**config.mk**
```make
export PLATFORM = sky130hd
export DESIGN_NAME = mc_core
export DESIGN_NICKNAME = d
export VERILOG_FILES = /design/src/rtl/mc_pkg.sv /design/src/rtl/mc_alu.sv /design/src/rtl/mc_regfile.sv /design/src/rtl/mc_control.sv /design/src/rtl/mc_datapath.sv /design/src/rtl/mc_core.sv
export SDC_FILE = /design/constraint.sdc
export NUM_CORES = 2
export LEC_CHECK = 0
export ABC_AREA = 1
export BUFFER_PORTS_ARGS = -buffer_cell sky130_fd_sc_hd__buf_2
export CORE_MARGIN = 4
export CORE_UTILIZATION = 45
export CTS_BUF_LIST = sky130_fd_sc_hd__clkbuf_8
export DETAILED_ROUTE_END_ITERATION = 16
export PLACE_DENSITY = 0.63
export SETUP_SLACK_MARGIN = 0.2
export SLEW_MARGIN = 5
export SYNTH_ARGS = -nofsm -noshare
export SYNTH_HDL_FRONTEND = slang
export SYNTH_SLANG_ARGS = --single-unit
```
**constraint.sdc**
```tcl
create_clock -name clk -period 12.4 [get_ports clk]
set_clock_uncertainty 0.15 [all_clocks]
set_input_delay 0 -clock clk [delete_from_list [all_inputs] [get_ports clk]]
set_output_delay 0 -clock clk [all_outputs]
set_load 0.01 [all_outputs]
```
**src/rtl/mc_pkg.sv**
```systemverilog
package mc_pkg;

  localparam logic [5:0] OP_RTYPE = 6'h00;
  localparam logic [5:0] OP_LOAD  = 6'h23;
  localparam logic [5:0] OP_STORE = 6'h2B;
  localparam logic [5:0] OP_BEQ   = 6'h04;
  localparam logic [5:0] OP_JUMP  = 6'h02;

  localparam logic [5:0] FN_ADD = 6'h20;
  localparam logic [5:0] FN_SUB = 6'h22;
  localparam logic [5:0] FN_AND = 6'h24;
  localparam logic [5:0] FN_OR  = 6'h25;
  localparam logic [5:0] FN_SLT = 6'h2A;

  typedef enum logic [1:0] {PC_FROM_ALU, PC_FROM_ALUOUT, PC_FROM_JUMP} pcSel_e;
  typedef enum logic [1:0] {SRCB_REG, SRCB_FOUR, SRCB_IMM, SRCB_BOFF} srcB_e;
  typedef enum logic [2:0] {ALU_ADD, ALU_SUB, ALU_AND, ALU_OR, ALU_SLT} aluFn_e;

  typedef enum logic [3:0] {
    ST_FETCH, ST_DECODE, ST_EXEC_R, ST_EXEC_ADDR, ST_EXEC_BR, ST_EXEC_J,
    ST_WB_R, ST_MEM_RD, ST_MEM_WR, ST_WB_LD
  } state_e;

  typedef struct packed {
    logic   irWrite;
    logic   pcWrite;
    logic   pcCond;
    pcSel_e pcSel;
    logic   srcAReg;
    srcB_e  srcB;
    aluFn_e aluFn;
    logic   abWrite;
    logic   aluOutWrite;
    logic   addrFromAluOut;
    logic   memWe;
    logic   mdrWrite;
    logic   regWrite;
    logic   dstRd;
    logic   wbFromMdr;
  } ctrl_t;

endpackage

```
**src/rtl/mc_alu.sv**
```systemverilog
module mc_alu
  import mc_pkg::*;
#(
  parameter int W = 32
) (
  input  logic [W-1:0] opA,
  input  logic [W-1:0] opB,
  input  aluFn_e       fn,
  output logic [W-1:0] result,
  output logic         isZero
);
  logic lessThan;
  assign lessThan = $signed(opA) < $signed(opB);

  always_comb begin
    unique case (fn)
      ALU_ADD: result = opA + opB;
      ALU_SUB: result = opA - opB;
      ALU_AND: result = opA & opB;
      ALU_OR:  result = opA | opB;
      ALU_SLT: result = {{(W-1){1'b0}}, lessThan};
      default: result = '0;
    endcase
  end

  assign isZero = (result == '0);
endmodule

```
**src/rtl/mc_regfile.sv**
```systemverilog
module mc_regfile #(
  parameter int W     = 32,
  parameter int DEPTH = 32,
  localparam int AW   = $clog2(DEPTH)
) (
  input  logic          clk,
  input  logic [AW-1:0] rdAddrA,
  input  logic [AW-1:0] rdAddrB,
  output logic [W-1:0]  rdDataA,
  output logic [W-1:0]  rdDataB,
  input  logic          wrEn,
  input  logic [AW-1:0] wrAddr,
  input  logic [W-1:0]  wrData
);
  logic [W-1:0] regs [DEPTH];

  always_ff @(posedge clk) begin
    if (wrEn && wrAddr != '0) regs[wrAddr] <= wrData;
  end

  assign rdDataA = (rdAddrA == '0) ? '0 : regs[rdAddrA];
  assign rdDataB = (rdAddrB == '0) ? '0 : regs[rdAddrB];
endmodule

```
**src/rtl/mc_control.sv**
```systemverilog
module mc_control
  import mc_pkg::*;
(
  input  logic       clk,
  input  logic       rst,
  input  logic [5:0] opcode,
  input  logic [5:0] funct,
  output ctrl_t      ctrl
);
  state_e state, stateNext;

  function automatic logic knownFunct(input logic [5:0] f);
    return (f == FN_ADD) || (f == FN_SUB) || (f == FN_AND) ||
           (f == FN_OR) || (f == FN_SLT);
  endfunction

  function automatic aluFn_e functToAlu(input logic [5:0] f);
    unique case (f)
      FN_SUB:  return ALU_SUB;
      FN_AND:  return ALU_AND;
      FN_OR:   return ALU_OR;
      FN_SLT:  return ALU_SLT;
      default: return ALU_ADD;
    endcase
  endfunction

  always_ff @(posedge clk) begin
    if (rst) state <= ST_FETCH;
    else     state <= stateNext;
  end

  always_comb begin
    stateNext = ST_FETCH;
    unique case (state)
      ST_FETCH:  stateNext = ST_DECODE;
      ST_DECODE: begin
        unique case (opcode)
          OP_RTYPE: stateNext = knownFunct(funct) ? ST_EXEC_R : ST_FETCH;
          OP_LOAD,
          OP_STORE: stateNext = ST_EXEC_ADDR;
          OP_BEQ:   stateNext = ST_EXEC_BR;
          OP_JUMP:  stateNext = ST_EXEC_J;
          default:  stateNext = ST_FETCH;
        endcase
      end
      ST_EXEC_R:    stateNext = ST_WB_R;
      ST_EXEC_ADDR: stateNext = (opcode == OP_LOAD) ? ST_MEM_RD : ST_MEM_WR;
      ST_MEM_RD:    stateNext = ST_WB_LD;
      default:      stateNext = ST_FETCH;
    endcase
  end

  always_comb begin
    ctrl = '0;
    unique case (state)
      ST_FETCH: begin
        ctrl.irWrite = 1'b1;
        ctrl.pcWrite = 1'b1;
        ctrl.pcSel   = PC_FROM_ALU;
        ctrl.srcB    = SRCB_FOUR;
        ctrl.aluFn   = ALU_ADD;
      end
      ST_DECODE: begin
        ctrl.abWrite     = 1'b1;
        ctrl.aluOutWrite = 1'b1;
        ctrl.srcB        = SRCB_BOFF;
        ctrl.aluFn       = ALU_ADD;
      end
      ST_EXEC_R: begin
        ctrl.srcAReg     = 1'b1;
        ctrl.srcB        = SRCB_REG;
        ctrl.aluFn       = functToAlu(funct);
        ctrl.aluOutWrite = 1'b1;
      end
      ST_EXEC_ADDR: begin
        ctrl.srcAReg     = 1'b1;
        ctrl.srcB        = SRCB_IMM;
        ctrl.aluFn       = ALU_ADD;
        ctrl.aluOutWrite = 1'b1;
      end
      ST_EXEC_BR: begin
        ctrl.srcAReg = 1'b1;
        ctrl.srcB    = SRCB_REG;
        ctrl.aluFn   = ALU_SUB;
        ctrl.pcCond  = 1'b1;
        ctrl.pcSel   = PC_FROM_ALUOUT;
      end
      ST_EXEC_J: begin
        ctrl.pcWrite = 1'b1;
        ctrl.pcSel   = PC_FROM_JUMP;
      end
      ST_WB_R: begin
        ctrl.regWrite = 1'b1;
        ctrl.dstRd    = 1'b1;
      end
      ST_MEM_RD: begin
        ctrl.addrFromAluOut = 1'b1;
        ctrl.mdrWrite       = 1'b1;
      end
      ST_MEM_WR: begin
        ctrl.addrFromAluOut = 1'b1;
        ctrl.memWe          = 1'b1;
      end
      ST_WB_LD: begin
        ctrl.regWrite  = 1'b1;
        ctrl.wbFromMdr = 1'b1;
      end
      default: ctrl = '0;
    endcase
  end

  // every fetch is followed by a decode
  a_r8_fetch_then_decode: assert property (@(posedge clk) disable iff (rst)
    (state == ST_FETCH) |=> (state == ST_DECODE));

  // an illegal opcode returns to fetch straight after decode
  a_r10_illegal_to_fetch: assert property (@(posedge clk) disable iff (rst)
    (state == ST_DECODE && opcode != OP_RTYPE && opcode != OP_LOAD &&
     opcode != OP_STORE && opcode != OP_BEQ && opcode != OP_JUMP)
    |=> (state == ST_FETCH));

  // a data memory cycle never also writes registers or the result latch
  a_r11_one_unit: assert property (@(posedge clk) disable iff (rst)
    (ctrl.memWe || ctrl.mdrWrite) |-> !(ctrl.regWrite || ctrl.aluOutWrite));

  // a store completes in its fourth cycle
  a_r8_store_ends: assert property (@(posedge clk) disable iff (rst)
    ctrl.memWe |=> (state == ST_FETCH));
endmodule

```
**src/rtl/mc_datapath.sv**
```systemverilog
module mc_datapath
  import mc_pkg::*;
#(
  parameter int XLEN  = 32,
  parameter int NREGS = 32,
  localparam int RAW  = $clog2(NREGS)
) (
  input  logic            clk,
  input  logic            rst,
  input  ctrl_t           ctrl,
  output logic [5:0]      opcode,
  output logic [5:0]      funct,
  output logic [XLEN-1:0] memAddr,
  output logic [XLEN-1:0] memWdata,
  input  logic [XLEN-1:0] memRdata
);
  logic [XLEN-1:0] pc, ir, mdr, opRegA, opRegB, aluOut;
  logic [XLEN-1:0] rfA, rfB, srcA, srcB, aluRes, pcNext, immExt, wbData;
  logic [RAW-1:0]  wbAddr;
  logic            aluZero;

  assign opcode = ir[31:26];
  assign funct  = ir[5:0];
  assign immExt = {{(XLEN-16){ir[15]}}, ir[15:0]};

  mc_regfile #(.W(XLEN), .DEPTH(NREGS)) u_rf (
    .clk     (clk),
    .rdAddrA (ir[25:21]),
    .rdAddrB (ir[20:16]),
    .rdDataA (rfA),
    .rdDataB (rfB),
    .wrEn    (ctrl.regWrite),
    .wrAddr  (wbAddr),
    .wrData  (wbData)
  );

  assign wbAddr = ctrl.dstRd ? ir[15:11] : ir[20:16];
  assign wbData = ctrl.wbFromMdr ? mdr : aluOut;

  assign srcA = ctrl.srcAReg ? opRegA : pc;
  always_comb begin
    unique case (ctrl.srcB)
      SRCB_REG:  srcB = opRegB;
      SRCB_FOUR: srcB = XLEN'(4);
      SRCB_IMM:  srcB = immExt;
      default:   srcB = {immExt[XLEN-3:0], 2'b00};
    endcase
  end

  mc_alu #(.W(XLEN)) u_alu (
    .opA    (srcA),
    .opB    (srcB),
    .fn     (ctrl.aluFn),
    .result (aluRes),
    .isZero (aluZero)
  );

  always_comb begin
    unique case (ctrl.pcSel)
      PC_FROM_ALUOUT: pcNext = aluOut;
      PC_FROM_JUMP:   pcNext = {pc[XLEN-1:28], ir[25:0], 2'b00};
      default:        pcNext = aluRes;
    endcase
  end

  always_ff @(posedge clk) begin
    if (rst) begin
      pc <= '0;
    end else if (ctrl.pcWrite || (ctrl.pcCond && aluZero)) begin
      pc <= pcNext;
    end
  end

  always_ff @(posedge clk) begin
    if (ctrl.irWrite)     ir     <= memRdata;
    if (ctrl.mdrWrite)    mdr    <= memRdata;
    if (ctrl.aluOutWrite) aluOut <= aluRes;
    if (ctrl.abWrite) begin
      opRegA <= rfA;
      opRegB <= rfB;
    end
  end

  assign memAddr  = ctrl.addrFromAluOut ? aluOut : pc;
  assign memWdata = opRegB;

  // fetch advances PC by one word
  a_r2_fetch_step: assert property (@(posedge clk) disable iff (rst)
    ctrl.irWrite |=> (pc == $past(pc) + XLEN'(4)));

  // a branch with unequal operands leaves PC alone
  a_r6_not_taken: assert property (@(posedge clk) disable iff (rst)
    (ctrl.pcCond && opRegA != opRegB) |=> (pc == $past(pc)));

  // register 0 always reads as zero into the operand latch
  a_r9_zero_reg: assert property (@(posedge clk) disable iff (rst)
    (ctrl.abWrite && ir[25:21] == '0) |=> (opRegA == '0));
endmodule

```
**src/rtl/mc_core.sv**
```systemverilog
module mc_core
  import mc_pkg::*;
#(
  parameter int XLEN  = 32,
  parameter int NREGS = 32
) (
  input  logic            clk,
  input  logic            rst,
  output logic [XLEN-1:0] memAddr,
  output logic [XLEN-1:0] memWdata,
  input  logic [XLEN-1:0] memRdata,
  output logic            memWe
);
  ctrl_t      ctrl;
  logic [5:0] opcode, funct;

  mc_control u_ctrl (
    .clk    (clk),
    .rst    (rst),
    .opcode (opcode),
    .funct  (funct),
    .ctrl   (ctrl)
  );

  mc_datapath #(.XLEN(XLEN), .NREGS(NREGS)) u_dp (
    .clk      (clk),
    .rst      (rst),
    .ctrl     (ctrl),
    .opcode   (opcode),
    .funct    (funct),
    .memAddr  (memAddr),
    .memWdata (memWdata),
    .memRdata (memRdata)
  );

  assign memWe = ctrl.memWe;

  // no memory write while reset is held
  a_r1_reset_quiet: assert property (@(posedge clk) rst |-> !memWe);
endmodule

```
==> metrics.yaml <==
power_and_ir_drop:
  ir_worst_vdd_mv: 0.108
  combPwrFrac: 0.222
  p_per_area_nw_per_um2: 152
  power_frac_seq: 0.454
  power_mw: 10.7
  p_int_mw: 7.17
  p_leak_nw: 25.6
  pwr-share-clk: 0.324
  swShare: 0.331
  p_sw_mw: 3.54
cts:
  tritoncts: "done"
  cts_resized: 0
  cts_buffers: 200
  path_clk_slew_ps: 60
  insertion_delay_ps: 940
  htreeDepth: 4
  cts-root-buf: "clkbuf_8"
  clock_path_buffers: 3
  clock-sinks: 1220
cells_and_area:
  finish.instance_area_um2: 70600
  final_core_util: 0.504
  final_cells: 8965
  syn_to_final_growth_pct: 10.9
  nets: 7066
  drive_gt1_frac: 0.0796
floorplan:
  start_util: 0.455
  fp.dieW_um: 384
  die-area_um2: 148000
  rows: 137
  core_area_um2: 140000
  die_h_um: 384
  io_pins: 99
yosys:
  synthFlopType: "edfxtp_1"
  ys_top_cells_by_area: "edfxtp_1, o21ai_0, nor2_1, nand2_1, o221ai_1"
  ys_ff_latch: 1220
  ys_types: 44
  synth_area_leader_cell: "edfxtp_1"
  ys_warn_count: 0
  synth-edff-count: 1184
  ys_seq_area_frac: 0.570
  ys_async_sr_fraction: 0
  netlist_area_um2: 63700
  synth_top_area_frac: 0.559
  synthCells: 6906
  synthTopCellsByCount: "o21ai_0, nor2_1, edfxtp_1, nand2_1, inv_1"
  syn-mean-instance-area_um2: 9.22
  yosysMostFrequentCell: "o21ai_0"
grt:
  grt_util_all_layers: 0.330
  grt_antenna_before_repair: 18
  grt_max_degree: 190
  grt_pass1_wl_um: 359000
  grt_overflow: 0
  grt_pass1_vias: 53229
timing:
  slew_violations: 0
  setup_viol: 0
  hold_violations: 0
  min_period_over_period: 0.526
  rsz0062_at_grt: "false"
  finalCriticalPeriod_ps: 6520
  hold_ws_ps: 200
  worstMarginPinSlew_ps: 1380
  fin_ws_ps: 5880
  max_freq_ghz: 0.153
  tns_ps: 0
  relSlewSlack: 0.0756
min_path:
  hold_path.class: "input pin to register"
critical_path:
  worstSetupPathType: "register to register"
  crit_required_ps: 13040
  crit_path_start_kind: "register"
  endpoint_kind: "register"
  cp_data_arrival_time_ps: 7160
  path_max_fanout: 41
run:
  max_cap_viol_count: 0
routing:
  wl_per_cell_um: 28.0
  first_pass_iters: 6
  ant_nets: 0
  drtIter0Drc: 9085
  avgViaCountPerCell: 6.37
  drc: 0
  vias: 57110
  wl_um: 251000
placed_design:
  dpl_cell_area_um2: 66100
  port_buffers: 98
  dp_cells: 8527
  place.gp.congestion: 1.03
  place_ws_ps: 6140
  place_hpwl_um: 147000
outcome:
  status: "completed"
-- power groups by stage --
stage	logic, mW	clock network (mW)	registers [mW]
detailed placement	2.26	0	4.95
finish	2.37	3.47	4.87
CTS	2.29	3.50	4.86
global route	2.53	3.70	4.87
floorplan	1.39	0	4.91
global placement	2.25	0	4.95
-- sequential cells by signal (all words and copies together) (netlist names) --
register,cells
u_dp.u_rf.regs,1024
u_dp.aluOut,32
u_dp.ir,32
u_dp.mdr,32
u_dp.memWdata,32
u_dp.opRegA,32
u_dp.pc,32
u_ctrl.state,4
-- cells in the final DEF (no fill, tap or decap), types with 9 or more instances in the layout --
master / instances
nor3_1: 13
nand3b_1: 12
nand3_1: 304
a221oi_1: 29
ha_1: 110
nor2_4: 40
o21ai_0: 1230
conb_1: 32
nand4_1: 19
a21oi_1: 282
dfxtp_1: 36
clkinv_1: 55
a22oi_1: 16
inv_1: 532
o22ai_1: 185
a2bb2oi_1: 9
o211ai_1: 61
buf_2: 98
clkbuf_8: 213
edfxtp_1: 1184
bufinv_16: 10
a31oi_1: 66
o221ai_1: 245
o21ai_1: 17
dlygate4sd3_1: 66
clkinv_2: 22
o21bai_1: 11
buf_4: 113
nand2_1: 782
nor2_1: 1203
o21ai_2: 16
-- worst paths after layout --
path / start / endpoint / slack [ps] / depth (start not counted)
setup / recovery: u_ctrl.state[2]$_SDFF_PP0_ / u_dp.pc[23]$_SDFFE_PP0P_ / 5880 / 23
setup reg to reg: u_ctrl.state[2]$_SDFF_PP0_ / u_dp.pc[23]$_SDFFE_PP0P_ / 5880 / 23
hold / removal: memRdata[1] / u_dp.mdr[1]$_DFFE_PP_ / 200 / 3
hold reg to reg: u_dp.pc[30]$_SDFFE_PP0P_ / u_dp.pc[30]$_SDFFE_PP0P_ / 330 / 2
-- timing repair --
item | CTS | global route
hold buffers | 66 | 0
setup buffers | 0 | 0
hold endpoints to repair | 100 | 0
-- area by class of cell --
type	count	area, um2
multi-input cells	4720	24100
fillers	12711	69400
diodes	5	12.5
clock inverters	153	938
inverters	493	1890
flip-flops and latches	1220	36300
repair buffers	285	2160
clock buffers	213	2930
well taps	1876	2350
-- critical path, cell delays in order, from the launching register on --
cell	delay (ps)
dfxtp_1	320
nor2_1	250
inv_1	280
nor2_4	370
buf_4	470
nand2_1	610
o21ai_0	390
inv_1	80
ha_1	540
inv_1	240
nor3_1	380
nand2_1	190
nor3_1	190
nand2_1	150
a21oi_1	150
nor2_1	90
nor2_1	310
nand3_1	120
nor2_1	100
nand2_1	90
nand2_4	360
inv_4	230
nor2_1	160
nor2_1	60
-- routing by layer --
| layer | up-vias | wire [um] | track usage |
|---|---|---|---|
| li1 | 24646 | - | - |
| met1 | 27246 | 92600 | 0.434 |
| met2 | 4341 | 109000 | 0.497 |
| met3 | 869 | 32400 | 0.0789 |
| met4 | 8 | 16800 | 0.195 |
| met5 | - | 49 | 0 |
-- logic make-up (layout without fill, tap and decap cells) --
family | count (synthesis) | count (layout) | synth area share
simple gates | 2395 | 2395 | 0.150
xor+xnor | 7 | 7 | 0.000963
compound gates | 2174 | 2174 | 0.196
fa+ha+maj | 112 | 112 | 0.0222
buf+inv | 997 | 1144 | 0.0602
flops | 1220 | 1220 | 0.570
other cells | 1 | 37 | 0.0000589
Note: power is estimated with default switching activity, not from simulation.
